File: src/rtl/phy_mgmt_port.sv
module phy_mgmt_port #(
  parameter int CLK_DIV  = 2,
  parameter int PHY_ADDR = 1
) (
  input  logic        clk,
  input  logic        rst_n,
  input  logic        host_wr,
  input  logic [31:0] host_wdata,
  output logic [31:0] host_rdata,
  output logic        mdc,
  output logic        mdio_o,
  output logic        mdio_oe,
  input  logic        mdio_i
);

  localparam int DW         = (CLK_DIV > 1) ? $clog2(CLK_DIV) : 1;
  localparam int FRAME_BITS = 64;
  localparam int TA_POS     = 46;
  localparam int DATA_POS   = 48;
  localparam logic [4:0] PHY_A = PHY_ADDR[4:0];

  logic [31:0]           reg_q;
  logic                  busy, is_rd;
  logic [DW-1:0]         div_cnt;
  logic [5:0]            bit_idx;
  logic [FRAME_BITS-1:0] tx_sr;
  logic [15:0]           rx_sr;
  logic                  tick;
  logic                  wr_cmd;
  logic [FRAME_BITS-1:0] frame;

  assign tick   = busy && (div_cnt == DW'(CLK_DIV - 1));
  assign wr_cmd = host_wdata[31];
  assign frame  = {32'hFFFF_FFFF, 2'b01, wr_cmd ? 2'b01 : 2'b10, PHY_A,
                   host_wdata[20:16], wr_cmd ? 2'b10 : 2'b11,
                   wr_cmd ? host_wdata[15:0] : 16'h0000};

  always_ff @(posedge clk or negedge rst_n) begin
    if (!rst_n) begin
      reg_q   <= '0;
      busy    <= 1'b0;
      is_rd   <= 1'b0;
      div_cnt <= '0;
      bit_idx <= '0;
      tx_sr   <= '0;
      rx_sr   <= '0;
      mdc     <= 1'b0;
    end else if (!busy) begin
      if (host_wr) begin
        reg_q   <= host_wdata;
        busy    <= 1'b1;
        is_rd   <= ~wr_cmd;
        div_cnt <= '0;
        bit_idx <= '0;
        tx_sr   <= frame;
        mdc     <= 1'b0;
      end
    end else if (!tick) begin
      div_cnt <= div_cnt + 1'b1;
    end else begin
      div_cnt <= '0;
      if (!mdc) begin
        mdc <= 1'b1;
        if (is_rd && bit_idx >= 6'(DATA_POS))
          rx_sr <= {rx_sr[14:0], mdio_i};
      end else begin
        mdc <= 1'b0;
        if (bit_idx == 6'(FRAME_BITS - 1)) begin
          busy      <= 1'b0;
          reg_q[31] <= is_rd;
          if (is_rd) reg_q[15:0] <= rx_sr;
        end else begin
          bit_idx <= bit_idx + 1'b1;
          tx_sr   <= {tx_sr[FRAME_BITS-2:0], 1'b0};
        end
      end
    end
  end

  assign host_rdata = reg_q;
  assign mdio_o     = busy ? tx_sr[FRAME_BITS-1] : 1'b1;
  assign mdio_oe    = busy && !(is_rd && bit_idx >= 6'(TA_POS));

endmodule


File: config.mk
export PLATFORM = sky130hd
export DESIGN_NAME = phy_mgmt_port
export DESIGN_NICKNAME = d
export VERILOG_FILES = /design/src/rtl/phy_mgmt_port.sv
export SDC_FILE = /design/constraint.sdc
export NUM_CORES = 1
export LEC_CHECK = 0
export ABC_CLOCK_PERIOD_IN_PS = 2000
export BUFFER_PORTS_ARGS = -buffer_cell sky130_fd_sc_hd__buf_4
export CORE_MARGIN = 1.5
export CORE_UTILIZATION = 58
export DETAILED_ROUTE_END_ITERATION = 7
export GPL_TIMING_DRIVEN = 0
export MAX_ROUTING_LAYER = met4
export PLACE_DENSITY = 0.86
export SLEW_MARGIN = 10
export SYNTH_ARGS = -nofsm -noshare
export SYNTH_HDL_FRONTEND = slang
export SYNTH_SLANG_ARGS = --single-unit
File: constraint.sdc
create_clock -name clk -period 2 [get_ports clk]
set_clock_uncertainty 0.05 [all_clocks]
set_input_delay 0.1 -clock clk [delete_from_list [all_inputs] [get_ports clk]]
set_output_delay 0.1 -clock clk [all_outputs]
set_load 0.01 [all_outputs]
**After elaboration in Yosys (flattened, before gate mapping)**

Cells that the tools add are included.

- Register bits after elaboration: 122
- Input bits: 36
- Output and inout bits: 35
- Word-level logic and storage cells: 70

- Add/sub/neg operators: 2
- $lt $le $gt $ge: 2
- Equality and inequality tests: 6
- Muxes and demuxes: 35
- Bitwise logic cells: 3
- Reductions and logical operators: 12

Operators by type and width:

| cell | count |
|---|---|
| two-way mux 64 bit | 5 |
| two-way mux 16 bit | 6 |
| two-way mux 32 bit | 1 |
| two-way mux 6 bit | 5 |
| two-way mux 1 bit | 17 |
| >= comparator 6 bit, second input constant | 2 |
| AND reduction 4 bit | 3 |
| adder 6 x 1 -> 6 bit, second input constant | 1 |
| == test 6 bit, second input constant | 1 |
| != test 2 x 1 -> 1 bit, second input constant | 3 |
| AND reduction 5 bit | 1 |
| logical AND 1 bit | 4 |
| != test 2 bit, second input constant | 2 |
| AND reduction 2 bit | 2 |
| NOT 1 bit | 3 |
| two-way mux 2 bit | 1 |
| nonzero test 2 bit | 1 |
| adder 1 bit, second input constant | 1 |
| zero test 1 bit | 1 |

**Logic depth before layout (Yosys ltp)**

- Word-level depth: 5
- Mapped depth: 8
- Gate-level depth less buffers: 5

**Worst setup path before layout**

Ideal clock, no wire load.

- Path type: flip-flop to flip-flop
- From: register bit_idx[0]
- To: register reg_q[7], in the netlist host_rdata[7]
- Setup time: 0.125 ns
- Arrival time: 1.568 ns
- Data required time: 1.825 ns
- Slack: 0.257 ns
- Cell stages (with the launch flop): 8
- Buffers on the path: 2
- Clock period less this slack: 1.743 ns
- Cells stage by stage: dfrtp_1 > ha_1 > nand3_4 > or3_1 > buf_6 > buf_6 > nand3_2 > nand3_2

- Longest elaborated chain between the ends: 3

RTL lines:

| item | RTL line | RTL |
|---|---|---|
| from (decl) | 25 | `logic [5:0] bit_idx;` |
| from (signal assigned) | 73 | `bit_idx <= bit_idx + 1'b1;` |
| == test 6 bit | 68 | `if (bit_idx == 6'(FRAME_BITS - 1)) begin` |
| != test 2 x 1 -> 1 bit (no line) | - |  |
| AND reduction 5 bit (no line) | - |  |
| to (signal assigned) | 50 | `reg_q <= host_wdata;` |
| to (signal assigned) | 71 | `if (is_rd) reg_q[15:0] <= rx_sr;` |
| to (decl) | 22 | `logic [31:0] reg_q;` |

No other way between the ends.
A chain may end at the register's enable or synchronous reset.

**Worst setup path after layout**

- From: register busy
- To: register tx_sr[4]

- Longest elaborated chain between the ends: 3
- Elaborated cells on any way between the ends: 7
- Classes of those cells: eq/ne: 3; mux: 1; reduce/logical: 3

RTL lines:

| item | RTL line | RTL |
|---|---|---|
| from (decl) | 23 | `logic busy, is_rd;` |
| from (signal assigned) | 41 | `busy <= 1'b0;` |
| from (signal assigned) | 51 | `busy <= 1'b1;` |
| from (signal assigned) | 69 | `busy <= 1'b0;` |
| logical AND 1 bit | 32 | `assign tick = busy && (div_cnt == DW'(CLK_DIV - 1));` |
| != test 2 x 1 -> 1 bit (no line) | - |  |
| AND reduction 4 bit (no line) | - |  |
| to (signal assigned) | 55 | `tx_sr <= frame;` |
| to (signal assigned) | 74 | `tx_sr <= {tx_sr[FRAME_BITS-2:0], 1'b0};` |
| to (decl) | 26 | `logic [FRAME_BITS-1:0] tx_sr;` |

Parallel ways exist; a longest one is shown, timed or not.

==> out/metrics.cfg <==
[run_status]
outcome = finished, violations left
violations = setup timing

[finish]
drive_gt1_share_pct = 26.1
fillers = 541
antenna_cells = 0
utilization_pct = 78.4
final_area_mm2 = 0.00728
syn_to_final_growth_pct = 30.9
finalNetCount = 717

[yosys]
syn-num-nets = 591
synth_compound_area_share_pct = 16.8
syn_area_per_cell_um2 = 10.0
ys_warn_count = 0
synthXorXnorAreaFrac_pct = 0.157
ys_types = 44
synth_flop_cell = dfrtp_1
synth_mux_area_share_pct = 4.32
async_reset_ff_share_pct = 100
synth_edf_count = 0
synthCells = 554
synthAdderAreaFrac_pct = 0.225
synth-seq-area-share_pct = 54.9
synth-simple-area-share_pct = 19.1
syn_area_mm2 = 0.00556
synth_top_family_by_area = simple AND/OR/NAND/NOR gates
synth-seq-cells = 122

[floorplanning]
dieArea_mm2 = 0.0102
dieHeight_um = 101
fp-row-count = 35
fp.coreArea_mm2 = 0.00928
ios = 71
die_x_um = 101
initial_utilization_pct = 59.9

[routing]
vias_per_cell = 6.29
drt_iter0_drc = 538
ant_nets = 0
drc = 0
wl_per_cell_um = 19.7
first_pass_iters = 5
routed_wl_um = 16200
vias = 5174

[timing]
relSlewSlack_pct = 56.5
post-route-period-util_pct = 100
rsz0062_at_grt = yes
layout_setup_ws_ps = -2.91
setup_viol = 1
max_clock_freq_mhz = 499
slew_violations = 0
worstMarginPinSlew_ps = 652
final_hold_viol_count = 0
finalCriticalPeriod_ps = 2000

[place]
dp_hpwl_um = 9370
place_area_mm2 = 0.00628
gp_congestion = 0.925
portBuffers = 70
place_worst_setup_slack_ps = 14.2

[critical_path]
rrSetupSlack_ps = -3
critPathKind = reg2reg
cp_max_fo = 10
r2r_start = busy
worstReg2RegEnd = tx_sr[4]
cp.required_ps = 2340
cp-end-kind = register
start_kind = register
arrival_ps = 2340
reg2regPathDepth = 6

[cts]
tritoncts = done
htreeDepth = 4
clk-insertion-delay-late_ps = 540
clock_path_buffers = 2
cts_inserted_buffers = 17
clk_pin_slew_worst_paths_ps = 70
cts_sinks = 122
cts_root_buf = clkbuf_8

[global_routing]
grt_pass1_wl_um = 26000
grt_pass1_vias = 5131
grt_max_degree = 65
grt-ovfl-total = 0
grt_use_total_pct = 35.0
antenna_found_initial = 0

[run]
maxCapViolCount = 0

[worst_hold_path]
holdCritPathClass = in2async

[pwr]
p_leak_uw = 0.00325
power_density_mw_per_mm2 = 811
irDropWorstVdd_mv = 0.559

[how the worst max path moves through the flow]
stage                          start             to  slack [ps]  cells after the start
final                           busy       tx_sr[4]          -3                      6
after CTS                 bit_idx[1]           busy           4                      6
after floorplan           bit_idx[0]  host_rdata[7]         260                      7
after detailed placement  bit_idx[1]      tx_sr[60]          10                      6
after global placement    bit_idx[1]           busy          20                      6
after global routing            busy       tx_sr[4]          -5                      8
[registers in the layout, summed over array words and instances, names as in the netlist]
signal / count
div_cnt: 1
mdc: 1
bit_idx: 6
busy: 1
host_rdata: 32
rx_sr: 16
is_rd: 1
tx_sr: 64
[worst max-delay path, cell delays in order, from the launching register on]
cell and delay [ps]:
dfrtp_1 360, buf_2 180, nor2b_1 130, buf_2 270, o22ai_2 160, clkbuf_1 240
o21ai_0 470
[cell usage after synthesis (2+ instances only)]
cell type	count	area share, %
o31ai_1	2	0.27
nor2b_1	2	0.22
nor3_1	2	0.18
inv_1	4	0.27
a22o_1	3	0.47
nand2_2	2	0.22
o22ai_1	34	3.8
dfrtp_1	122	55
buf_4	6	0.81
buf_1	8	0.54
nand3_2	21	3.8
nand4_1	7	0.79
mux2i_1	6	1.1
nand3_1	42	3.8
nand2b_1	2	0.22
nor2_1	40	2.7
o21ai_0	27	2.4
a21oi_1	43	3.9
buf_6	3	0.61
nand2_1	82	5.5
buf_2	14	1.3
mux2_1	2	0.40
mux2_2	14	2.8
and3_1	2	0.22
a22oi_1	31	4.2
clkbuf_1	15	1.0
[report_power, final]
| part | internal, µW | leakage [µW] | switching (µW) | total (µW) |
|---|---|---|---|---|
| Clock | 1930 | 0.000286 | 1250 | 3180 |
| Sequential | 2480 | 0.00144 | 10.5 | 2500 |
| Combinational | 121 | 0.00153 | 109 | 230 |
| Total | 4540 | 0.00325 | 1370 | 5910 |
[per-stage QoR]
stage / hold slack, ps / TNS (ps) / std cells / power [µW]
4_1_cts: 74.4 / 0 / 820 / 5870
3_3_place_gp: 240 / 0 / 753 / 2700
3_5_place_dp: 56.9 / 0 / 754 / 2710
2_1_floorplan: -246 / 0 / 554 / 2560
6_report: 56.6 / -2.91 / 822 / 5910
5_1_grt: 108 / -5.44 / 822 / 6040
[placed cells by master (no fill, tap or decap), types with 3 or more instances in the layout]
cell type      synthesis  routed
a21oi_1               43      43
mux2_2                14      14
inv_1                  4       4
clkbuf_2               0       4
bufinv_16              0       3
clkbuf_16              0      16
clkbuf_1              15      10
buf_4                  6      78
o21ai_0               27      27
dlygate4sd3_1          0      35
dfrtp_1              122     120
o22ai_1               34      34
nor2_1                40      40
nand3_1               42      42
nand4_1                7       7
nand2_1               82      82
nand3_2               21      20
a22oi_1               31      31
a22o_1                 3       3
buf_2                 14      14
buf_1                  8       6
clkinvlp_4             0       3
inv_6                  0       6
buf_6                  3       4
mux2i_1                6       6
[metal layers]
metal / vias up / global-route usage (%) / wire length (µm)
met5: - / - / 0
met1: 2538 / 42.1 / 6120
met2: 298 / 53.5 / 7970
met4: 0 / 20.3 / 845
met3: 74 / 9.15 / 1280
li1: 2264 / - / -
[cells by family after synthesis]
family,Yosys count
compound gates,150
xor+xnor,1
fa+ha+maj,1
buf+inv,50
flops,122
mux,22
simple gates,208
[cell type report]
class                           count  area, µm²  share of cell area, %
Tap cell                          129        161                   2.22
Inverter                            4       15.0                  0.206
Timing Repair Buffer              109        930                   12.8
Clock buffer                       18        418                   5.74
Sequential cell                   122       3060                   42.0
Clock inverter                     14        185                   2.54
Buffer                             44        240                   3.30
Multi-Input combinational cell    382       2280                   31.3
[repair_timing]
| item | CTS | global route |
|---|---|---|
| cloned | 0 | 0 |
| pin swaps | 0 | 1 |
| resized for setup | 6 | 8 |
| hold endpoints to repair | 181 | 0 |
| endpoints found under the setup margin | 36 | 59 |
| buffers inserted | 0 | 3 |
| hold buffers | 35 | 0 |
(Power assumes the default switching activity.)
